[config.mk]
export PLATFORM = sky130hd
export DESIGN_NAME = nand_bus_seq
export DESIGN_NICKNAME = d
export VERILOG_FILES = /design/src/rtl/nbs_pkg.sv /design/src/rtl/nbs_phase_timer.sv /design/src/rtl/nbs_byte_src.sv /design/src/rtl/nbs_rd_buf.sv /design/src/rtl/nand_bus_seq.sv
export SDC_FILE = /design/constraint.sdc
export NUM_CORES = 1
export LEC_CHECK = 0
export BUFFER_PORTS_ARGS = -buffer_cell sky130_fd_sc_hd__buf_2
export CAP_MARGIN = 25
export CORE_ASPECT_RATIO = 0.75
export CORE_UTILIZATION = 25
export DETAILED_ROUTE_END_ITERATION = 12
export GPL_TIMING_DRIVEN = 1
export PLACE_DENSITY_LB_ADDON = 0.3
export SYNTH_ARGS = -nofsm -noshare
export SYNTH_HDL_FRONTEND = slang
export SYNTH_SLANG_ARGS = --single-unit
[constraint.sdc]
create_clock -name clk -period 2.4 [get_ports clk]
set_input_delay 0.12 -clock clk [delete_from_list [all_inputs] [get_ports clk]]
set_output_delay 0.12 -clock clk [all_outputs]
set_load 0.01 [all_outputs]
[src/rtl/nbs_pkg.sv]
package nbs_pkg;
  typedef enum logic [1:0] {
    NBS_CMD   = 2'd0,
    NBS_ADDR  = 2'd1,
    NBS_WDATA = 2'd2,
    NBS_RDATA = 2'd3
  } nbs_op_e;

  typedef enum logic [1:0] {
    NBS_IDLE = 2'd0,
    NBS_WAIT = 2'd1,
    NBS_LO   = 2'd2,
    NBS_HI   = 2'd3
  } nbs_st_e;
endpackage

[src/rtl/nbs_phase_timer.sv]
module nbs_phase_timer #(
  parameter int CW = 4
) (
  input  logic          clk,
  input  logic          rst_ln,
  input  logic          load,
  input  logic [CW-1:0] load_val,
  output logic          last
);
  localparam logic [CW-1:0] ONE = CW'(1);

  logic [CW-1:0] cnt_q, cnt_d;

  always_comb begin
    cnt_d = cnt_q;
    if (load) begin
      cnt_d = (load_val == '0) ? ONE : load_val;
    end else if (cnt_q > ONE) begin
      cnt_d = cnt_q - ONE;
    end
  end

  always_ff @(posedge clk or negedge rst_ln) begin
    if (!rst_ln) begin
      cnt_q <= ONE;
    end else begin
      cnt_q <= cnt_d;
    end
  end

  assign last = (cnt_q <= ONE);
endmodule

[src/rtl/nbs_byte_src.sv]
module nbs_byte_src import nbs_pkg::*; #(
  parameter int DW = 8,
  parameter int AB = 5
) (
  input  logic            clk,
  input  logic            rst_ln,
  input  logic            accept,
  input  logic [DW-1:0]   acc_cmd,
  input  logic [AB*DW-1:0] acc_addr,
  input  nbs_op_e         op,
  input  logic            go_lo,
  input  logic [DW-1:0]   wr_data,
  output logic [DW-1:0]   io_out
);
  localparam int AW = AB * DW;

  logic [DW-1:0] cmd_q, io_q, io_d;
  logic [AW-1:0] sh_q, sh_d;

  always_comb begin
    io_d = io_q;
    sh_d = sh_q;
    if (go_lo) begin
      case (op)
        NBS_CMD:   io_d = cmd_q;
        NBS_ADDR: begin
          io_d = sh_q[DW-1:0];
          sh_d = sh_q >> DW;
        end
        NBS_WDATA: io_d = wr_data;
        default:   io_d = io_q;
      endcase
    end
  end

  always_ff @(posedge clk or negedge rst_ln) begin
    if (!rst_ln) begin
      cmd_q <= '0;
      sh_q  <= '0;
      io_q  <= '0;
    end else begin
      if (accept) begin
        cmd_q <= acc_cmd;
        sh_q  <= acc_addr;
      end else begin
        sh_q  <= sh_d;
      end
      io_q <= io_d;
    end
  end

  assign io_out = io_q;
endmodule

[src/rtl/nbs_rd_buf.sv]
module nbs_rd_buf #(
  parameter int DW = 8
) (
  input  logic          clk,
  input  logic          rst_ln,
  input  logic          capture,
  input  logic [DW-1:0] din,
  output logic          rd_valid,
  input  logic          rd_ready,
  output logic [DW-1:0] rd_data
);
  logic          vld_q;
  logic [DW-1:0] dat_q;

  always_ff @(posedge clk or negedge rst_ln) begin
    if (!rst_ln) begin
      vld_q <= 1'b0;
      dat_q <= '0;
    end else begin
      if (capture) begin
        vld_q <= 1'b1;
        dat_q <= din;
      end else if (vld_q && rd_ready) begin
        vld_q <= 1'b0;
      end
    end
  end

  assign rd_valid = vld_q;
  assign rd_data  = dat_q;

  // a held byte stays valid and unchanged until taken
  a_r7_hold_stalled: assert property (@(posedge clk) disable iff (!rst_ln)
    (vld_q && !rd_ready) |=> (vld_q && $stable(dat_q)));
endmodule

[src/rtl/nand_bus_seq.sv]
module nand_bus_seq import nbs_pkg::*; #(
  parameter int DW = 8,
  parameter int AB = 5,
  parameter int CW = 4,
  parameter int LW = 8
) (
  input  logic             clk,
  input  logic             rst_n,
  input  logic [CW-1:0]    cfg_we_lo,
  input  logic [CW-1:0]    cfg_we_hi,
  input  logic [CW-1:0]    cfg_re_lo,
  input  logic [CW-1:0]    cfg_re_hi,
  input  logic             req_valid,
  output logic             req_ready,
  input  logic [1:0]       req_op,
  input  logic [DW-1:0]    req_cmd,
  input  logic [AB*DW-1:0] req_addr,
  input  logic [LW-1:0]    req_len,
  output logic             busy,
  input  logic             wr_valid,
  output logic             wr_ready,
  input  logic [DW-1:0]    wr_data,
  output logic             rd_valid,
  input  logic             rd_ready,
  output logic [DW-1:0]    rd_data,
  output logic             nand_ce_n,
  output logic             nand_cle,
  output logic             nand_ale,
  output logic             nand_we_n,
  output logic             nand_re_n,
  output logic [DW-1:0]    nand_io_out,
  output logic             nand_io_oe,
  input  logic [DW-1:0]    nand_io_in
);
  localparam logic [LW-1:0] LEN_ONE  = LW'(1);
  localparam logic [LW-1:0] ADDR_CNT = LW'(AB);

  // reset: asserted asynchronously, released on the clock
  logic [1:0] rs_q;
  logic       rst_ln;
  always_ff @(posedge clk or negedge rst_n) begin
    if (!rst_n) rs_q <= 2'b00;
    else        rs_q <= {rs_q[0], 1'b1};
  end
  assign rst_ln = rs_q[1];

  nbs_st_e       st_q, st_d;
  nbs_op_e       op_q, op_d;
  logic [LW-1:0] rem_q, rem_d;
  logic          accept, go_lo, can_go, capture;
  logic          tmr_load, tmr_last;
  logic [CW-1:0] tmr_val, lo_sel, hi_sel;

  assign lo_sel = (op_q == NBS_RDATA) ? cfg_re_lo : cfg_we_lo;
  assign hi_sel = (op_q == NBS_RDATA) ? cfg_re_hi : cfg_we_hi;

  always_comb begin
    case (op_q)
      NBS_WDATA: can_go = wr_valid;
      NBS_RDATA: can_go = !rd_valid;
      default:   can_go = 1'b1;
    endcase
  end

  always_comb begin
    st_d     = st_q;
    op_d     = op_q;
    rem_d    = rem_q;
    go_lo    = 1'b0;
    tmr_load = 1'b0;
    tmr_val  = lo_sel;
    accept   = 1'b0;
    case (st_q)
      NBS_IDLE: begin
        if (req_valid) begin
          accept = 1'b1;
          st_d   = NBS_WAIT;
          op_d   = nbs_op_e'(req_op);
          case (nbs_op_e'(req_op))
            NBS_CMD:  rem_d = LEN_ONE;
            NBS_ADDR: rem_d = ADDR_CNT;
            default:  rem_d = (req_len == '0) ? LEN_ONE : req_len;
          endcase
        end
      end
      NBS_WAIT: begin
        if (can_go) begin
          st_d  = NBS_LO;
          go_lo = 1'b1;
        end
      end
      NBS_LO: begin
        if (tmr_last) begin
          st_d     = NBS_HI;
          tmr_load = 1'b1;
          tmr_val  = hi_sel;
        end
      end
      default: begin
        if (tmr_last) begin
          rem_d = rem_q - LEN_ONE;
          if (rem_q <= LEN_ONE) begin
            st_d = NBS_IDLE;
          end else if (can_go) begin
            st_d  = NBS_LO;
            go_lo = 1'b1;
          end else begin
            st_d = NBS_WAIT;
          end
        end
      end
    endcase
    if (go_lo) begin
      tmr_load = 1'b1;
      tmr_val  = lo_sel;
    end
  end

  always_ff @(posedge clk or negedge rst_ln) begin
    if (!rst_ln) begin
      st_q  <= NBS_IDLE;
      op_q  <= NBS_CMD;
      rem_q <= '0;
    end else begin
      st_q  <= st_d;
      op_q  <= op_d;
      rem_q <= rem_d;
    end
  end

  assign capture = (st_q == NBS_LO) && tmr_last && (op_q == NBS_RDATA);

  nbs_phase_timer #(.CW(CW)) u_timer (
    .clk      (clk),
    .rst_ln   (rst_ln),
    .load     (tmr_load),
    .load_val (tmr_val),
    .last     (tmr_last)
  );

  nbs_byte_src #(.DW(DW), .AB(AB)) u_bytes (
    .clk      (clk),
    .rst_ln   (rst_ln),
    .accept   (accept),
    .acc_cmd  (req_cmd),
    .acc_addr (req_addr),
    .op       (op_q),
    .go_lo    (go_lo),
    .wr_data  (wr_data),
    .io_out   (nand_io_out)
  );

  nbs_rd_buf #(.DW(DW)) u_rdbuf (
    .clk      (clk),
    .rst_ln   (rst_ln),
    .capture  (capture),
    .din      (nand_io_in),
    .rd_valid (rd_valid),
    .rd_ready (rd_ready),
    .rd_data  (rd_data)
  );

  assign busy       = (st_q != NBS_IDLE);
  assign req_ready  = !busy;
  assign wr_ready   = go_lo && (op_q == NBS_WDATA);
  assign nand_ce_n  = !busy;
  assign nand_cle   = busy && (op_q == NBS_CMD);
  assign nand_ale   = busy && (op_q == NBS_ADDR);
  assign nand_we_n  = !((st_q == NBS_LO) && (op_q != NBS_RDATA));
  assign nand_re_n  = !((st_q == NBS_LO) && (op_q == NBS_RDATA));
  assign nand_io_oe = busy && (op_q != NBS_RDATA);

  // checker support: length of the current strobe low phase
  logic [CW-1:0] low_run_q;
  always_ff @(posedge clk or negedge rst_ln) begin
    if (!rst_ln)                      low_run_q <= '0;
    else if (!nand_we_n || !nand_re_n) low_run_q <= low_run_q + CW'(1);
    else                              low_run_q <= '0;
  end

  // write strobe low phase has the programmed length
  a_r6_we_low_width: assert property (@(posedge clk) disable iff (!rst_ln)
    $rose(nand_we_n) |-> (low_run_q == ((cfg_we_lo == '0) ? CW'(1) : cfg_we_lo)));

  // read strobe low phase has the programmed length
  a_r6_re_low_width: assert property (@(posedge clk) disable iff (!rst_ln)
    $rose(nand_re_n) |-> (low_run_q == ((cfg_re_lo == '0) ? CW'(1) : cfg_re_lo)));

  // latch enables and bus byte hold while a write strobe is low
  a_r9_stable_under_we: assert property (@(posedge clk) disable iff (!rst_ln)
    (!nand_we_n && $past(!nand_we_n)) |->
      ($stable(nand_cle) && $stable(nand_ale) && $stable(nand_io_out)));

  // a read strobe only starts when the holding register was empty
  a_r7_no_read_when_full: assert property (@(posedge clk) disable iff (!rst_ln)
    $fell(nand_re_n) |-> $past(!rd_valid));

  // an accepted write byte is strobed in the following cycle
  a_r4_take_then_strobe: assert property (@(posedge clk) disable iff (!rst_ln)
    (wr_valid && wr_ready) |=> !nand_we_n);

  // busy only ends after a strobe high phase
  a_r8_busy_ends_high: assert property (@(posedge clk) disable iff (!rst_ln)
    $fell(busy) |-> $past(nand_we_n && nand_re_n));
endmodule

==> results of run 1 <==
flip-flops by register name (all words and copies together), names as in the netlist:
name and count:
op_q 2, rem_q 8, rs_q 2, st_q 2, u_bytes.cmd_q 8, u_bytes.io_out 8
u_bytes.sh_q 40, u_rdbuf.rd_data 8, u_rdbuf.rd_valid 1, u_timer.cnt_q 4
per-stage QoR:
| step | worst slack [ns] | power (mW) | std cells | hold slack, ns | cell area (um2) |
|---|---|---|---|---|---|
| after floorplan | 0.0798 | 4.68 | 432 | -0.176 | 4340 |
| after global placement | 0.126 | 5.52 | 752 | -0.0932 | 5190 |
| after detailed placement | 0.0660 | 5.61 | 752 | -0.0884 | 5190 |
| after CTS | 0.0556 | 7.12 | 790 | 0.00142 | 5720 |
| after global routing | 0.0273 | 7.65 | 792 | 0.00859 | 5750 |
| final | 0.141 | 7.04 | 792 | 0.0186 | 5750 |
layout make-up:
cell class              count  area [um2]  share of cell area, %
repair buffers            157         973                   16.9
flip-flops and latches     83        2080                   36.2
inverters                  13        48.8                  0.848
well taps                 215         269                   4.68
clock buffers              15         278                   4.83
multi-input cells         308        2070                   36.0
clock inverters             1        30.0                  0.522
Yosys cell counts, drive strengths merged, types with 3 or more instances:
cell type / instances
nor2b: 3
o21ai: 47
o22ai: 3
nand2: 71
buf: 9
nand3: 8
dfrtp: 82
and2: 4
nor4: 3
o211ai: 3
mux2: 21
ha: 12
nor2: 20
a22o: 9
clkbuf: 19
a22oi: 9
mux2i: 38
inv: 13
a21oi: 22
nor3: 10
cell families after synthesis:
logic type	share of synthesized area, %
flip-flops	47.9
adder cells (fa/ha/maj)	3.46
buffers and inverters	4.36
AND/OR/NAND/NOR	13.3
other	0.0865
multiplexers	14.9
AO/OA/AOI/OAI	15.9
worst max-delay path by stage:
stage                                      start                            end  slack (ns)  depth (start not counted)
finish                      rem_q[0]$_DFFE_PN0P_  u_bytes.io_out[2]$_DFFE_PN0P_        0.14                          7
global route                rem_q[0]$_DFFE_PN0P_  u_bytes.io_out[2]$_DFFE_PN0P_        0.03                          7
CTS                 u_timer.cnt_q[0]$_DFFE_PN1P_   u_bytes.sh_q[20]$_DFFE_PN0P_        0.06                          9
detailed placement  u_timer.cnt_q[0]$_DFFE_PN1P_   u_bytes.sh_q[20]$_DFFE_PN0P_        0.07                          9
global placement    u_timer.cnt_q[0]$_DFFE_PN1P_   u_bytes.sh_q[26]$_DFFE_PN0P_        0.13                          8
floorplan           u_timer.cnt_q[0]$_DFFE_PN1P_  u_bytes.io_out[0]$_DFFE_PN0P_        0.08                         10
what timing repair did:
action	4_1_cts	5_1_grt
hold buffers	22	1
endpoints found under the hold margin	23	1
buffers inserted	0	1
endpoints found under the setup margin	0	36
power by group:
group | internal [mW] | total, mW | switching (mW)
clock | 0.893 | 1.44 | 0.545
combinational | 1.47 | 3.20 | 1.72
sequential | 2.00 | 2.41 | 0.409
total | 4.37 | 7.04 | 2.68
layout by cell type (no fill, tap or decap), types with 7 or more instances in the layout:
| cell | count |
|---|---|
| nand3_1 | 8 |
| nand2_1 | 71 |
| ha_1 | 12 |
| a22oi_1 | 9 |
| mux2i_1 | 38 |
| a22o_1 | 9 |
| dlygate4sd3_1 | 23 |
| o21ai_1 | 7 |
| nor2_1 | 20 |
| buf_4 | 11 |
| mux2_4 | 8 |
| clkbuf_16 | 9 |
| nor3_1 | 9 |
| dfrtp_1 | 81 |
| inv_1 | 13 |
| a21oi_1 | 22 |
| o21ai_0 | 39 |
| mux2_2 | 13 |
| buf_2 | 120 |
worst register-to-register path, stage by stage (launching register included):
cell	delay [ns]
dfrtp_1	0.39
inv_1	0.09
ha_1	0.24
o211ai_1	0.27
a31o_4	0.26
and2_4	0.21
nor2b_4	0.36
mux2_4	0.34
per-layer routing:
metal | vias up | global-route usage, %
li1 | 1810 | -
met4 | 2 | 4.13
met2 | 79 | 22.6
met5 | - | 0
met3 | 15 | 4.82
met1 | 1755 | 15.6
==> metrics.cfg, run 1 <==
[outcome]
outcome=complete, no violations

[floorplanning]
row_count=41
die_area_um2=17900
die_w_um=154
core_area_um2=16900
fp.dieH_um=116
initial_core_util_pct=25.7
ios=121

[worst_hold_path]
min-delay-start=nand_io_in[5]
hold_path_class=input pin to flip-flop
min_to=u_rdbuf.rd_data[5]$_DFFE_PN0P_
min_delay_path_depth=2

[setup_path]
critical_path_arrival_ns=2.48
required_ns=2.62
critical_path_buf_inv_count=1
critPathTopFamily=simple AND/OR/NAND/NOR gates
r2r_slack_ns=0.14
path_class=flip-flop to flip-flop
reg2reg_from=rem_q[0]$_DFFE_PN0P_
reg2reg_to=u_bytes.io_out[2]$_DFFE_PN0P_
slowest_delay_ns=0.39
critPathLaunchType=flip-flop
crit_path_end_kind=flip-flop
path_cells=inv_1, ha_1, o211ai_1, a31o_4, and2_4, nor2b_4, mux2_4
critical_path.slowest_cell=dfrtp_1
reg2reg_depth=7
critPathMaxFanout=10

[drt]
wl_met1_um=5040
wl_per_cell_um=14.3
drt-pass1-iter-count=4
dr_wl_met2_um=5460
highest_layer=met5
drtIter0Drc=172
vias_per_cell=4.62
wl_met3_um=623
remaining_drc_errors=0
wirelength_um=11300
vias=3661
ant_nets=0

[logic_synthesis]
syn_nets=539
synth-seq-cells=83
ys_types=52
async_flop_share_pct=100
synthFlopType=dfrtp_1
synth_top_area_share_pct=47.3
synth_cells=432
syn_area_um2=4340
ys_seq_area_share_pct=47.9
synth_area_leaders=dfrtp_1, mux2i_1, nand2_1
syn_area_per_cell_um2=10.0
synth_area_leader_cell=dfrtp_1
synth-edff-count=0
ys_warn_count=0

[sta]
max_freq_mhz=443
rsz0062_at_grt=false
period_share_pct=94.1
finalCriticalPeriod_ns=2.26
setup_violations=0
finalClockSkew_ns=0.00587
worst_slew_margin_rel_pct=40.8
fin_setup_tns_ns=0
hold_viol=0
slew_violations=0
worst_pin_slew_ns=0.888

[grt]
first_global_vias=3724
antenna_found_initial=1
grt-ovfl-total=0
grt_pass1_wl_um=18200
grt_max_degree=66
track_usage_pct=13.2

[clock_network]
clkSlewWorstSetupHoldPaths_ns=0.06
clockBufferDepth=2
cts_repair_resize_count=0
root_buffer=clkbuf_16
htree_levels=3
cts_tree=done
cts_sinks=83
clock_latency_ns=0.34
numCtsBuffers=9

[power_and_ir_drop]
p_leak_nw=2.63
ir_drop_uv=377
cellPowerDensity_nw_per_um2=1220

[cells_and_area]
drive_above_1_share_pct=30.8
syn_to_final_growth_pct=32.6
nFillCells=1733
final_nets=679
antennaDiodeCount=0
post-route-util_pct=34.1

[placement]
port_buffers=120
routabilityCongestion=0.811
post-dp-hpwl_um=8320

[flow_run]
cap_violations=0

(Power assumes the default switching activity.)
==> run 2, diff against run 1 <==
Settings changed: BUFFER_PORTS_ARGS -buffer_cell sky130_fd_sc_hd__buf_2 to unset, CORE_ASPECT_RATIO 0.75 to unset, DONT_BUFFER_PORTS set to 1.
==> run 2 against run 1 <==
Effect of this change: worst hold slack got worse by 0.014 ns; non-clock buffer count fell by 87; clock-buffer cell count decreased by 5; combinational power decreased by 8.8%; critical path depth increased by 2; utilization decreased by 1.2 points; setup slack worse by 0.025 ns; global-route usage shrank 0.29 points; maximum frequency is 1.1% lower.
==> metrics.cfg, run 2 (same netlist as run 1, synthesis figures left out) <==
[floorplanning]
die_w_um=134
die_area_um2=17900
fp.dieH_um=134
initial_core_util_pct=25.9
ios=121
row_count=47
core_area_um2=16800

[worst_hold_path]
min_delay_path_depth=2
min-delay-start=req_addr[19]
min_to=u_bytes.sh_q[19]$_DFFE_PN0P_
hold_path_class=input pin to flip-flop

[sta]
worst_pin_slew_ns=0.551
setup_violations=0
fin_setup_tns_ns=0
setup_ws_ns=0.116
rsz0062_at_grt=true
slew_violations=0
finalCriticalPeriod_ns=2.28
worst_slew_margin_rel_pct=63.3
finalClockSkew_ns=0.0111
period_share_pct=95.2
hold_viol=0
max_freq_mhz=438

[setup_path]
timing.critical_path.from=u_timer.cnt_q[0]$_DFFE_PN1P_
critical_path.slowest_cell=dfstp_2
critPathMaxFanout=10
reg2reg_to=u_bytes.io_out[6]$_DFFE_PN0P_
reg2reg_depth=9
crit_path_end_kind=flip-flop
critical_path_arrival_ns=2.51
critPathTopFamily=flip-flops
reg2reg_from=u_timer.cnt_q[0]$_DFFE_PN1P_
path_class=flip-flop to flip-flop
slowest_delay_ns=0.57
r2r_slack_ns=0.12
critPathLaunchType=flip-flop
critical_path_buf_inv_count=2
required_ns=2.62
path_cells=inv_1, ha_1, nor2_4, nor3_4, a31o_4, and2_4, nor2b_4, buf_12, mux2_4

[clock_network]
clockBufferDepth=2
cts_tree=done
clkSlewWorstSetupHoldPaths_ns=0.07
numCtsBuffers=9
htree_levels=3
root_buffer=clkbuf_16
cts_sinks=83
clock_latency_ns=0.35

[cells_and_area]
regMostFlops=u_bytes.sh_q
layout_common_cells=dfrtp_1, nand2_1, dlygate4sd3_1, o21ai_0, mux2i_1
regArea_um2=2080
antennaDiodeCount=0
final_nets=592
nFillCells=1696
syn_to_final_growth_pct=27.0
largest_reg_flops=40
drive_above_1_share_pct=11.8
multi_input_area_um2=2080
layout_commonest_cell=dfrtp_1

[drt]
ant_nets=0
drtIter0Drc=205
wirelength_um=11100
drt-pass1-iter-count=4
vias_per_cell=4.64
wl_per_cell_um=15.6
remaining_drc_errors=0
vias=3295

[power_and_ir_drop]
ir_drop_uv=524
pwr-share-comb_pct=42.7
netSwitchingPower_mw=2.69
p_leak_nw=2.28
clkPwrFrac_pct=20.9
pwr-share-seq_pct=36.4
p_sw_share_pct=39.3
internal-power_mw=4.14
cellPowerDensity_nw_per_um2=1240

[placement]
port_buffers=0
place_ws_ns=0.117
post-dp-hpwl_um=7890
routabilityCongestion=0.799

[grt]
grt_pass1_wl_um=17900
antenna_found_initial=1
grt_max_degree=73
grt-ovfl-total=0
track_usage_pct=13.0
first_global_vias=3530

[outcome]
outcome=complete, no violations

[flow_run]
cap_violations=0

## run 2: changes by cell type in the layout (fill, tap and decap cells not counted), sizes merged
cell,delta
clkbuf,-5
dlygate4sd3,+36
buf,-123
inv,+2
clkinvlp,+3
## run 2: through the flow
stage	instances	instance area, um2	utilization [%]	hold slack, ns	total power [mW]
final	710	5510	32.9	0.00495	6.83
after global routing	710	5510	32.9	0.0126	7.41
after CTS	709	5480	32.7	0.00521	6.87
after detailed placement	634	4590	27.4	-0.176	5.32
after global placement	634	4590	27.4	-0.176	5.24
after floorplan	432	4340	-	-0.176	4.68
## run 2: layout make-up
type	count	share of cell area, %
clock buffers	10	4.16
clock inverters	6	1.32
inverters	13	0.886
multi-input cells	308	37.7
flip-flops and latches	83	37.8
well taps	220	5.00
repair buffers	70	13.1
## run 2: worst max path at each step
stage	to	slack, ns	cells past startpoint
after floorplan	u_bytes.io_out[0]$_DFFE_PN0P_	0.08	10
after global placement	u_bytes.io_out[4]$_DFFE_PN0P_	0.19	7
after detailed placement	u_bytes.io_out[7]$_DFFE_PN0P_	0.12	7
after CTS	u_bytes.io_out[6]$_DFFE_PN0P_	0.09	7
after global routing	rem_q[7]$_DFFE_PN0P_	-0.03	7
final	u_bytes.io_out[6]$_DFFE_PN0P_	0.12	9
## run 2: per-layer routing
layer  wire length (um)  GRT usage, %
met5                 13             0
met4                226          5.05
met3               1040          5.56
met2               4950          20.3
met1               4850          15.6
## run 2: what timing repair did
item,CTS,global route
setup endpoints to repair,0,22
endpoints found under the hold margin,59,0
gates resized for setup,0,2
buffers inserted,0,1
hold buffers,59,0
## run 2: power groups by stage
stage	sequential, mW	combinational [mW]	clock, mW
after floorplan	2.38	2.30	0
after global placement	2.49	2.74	0
after detailed placement	2.52	2.80	0
after CTS	2.49	2.90	1.47
after global routing	2.57	3.32	1.52
final	2.49	2.92	1.43
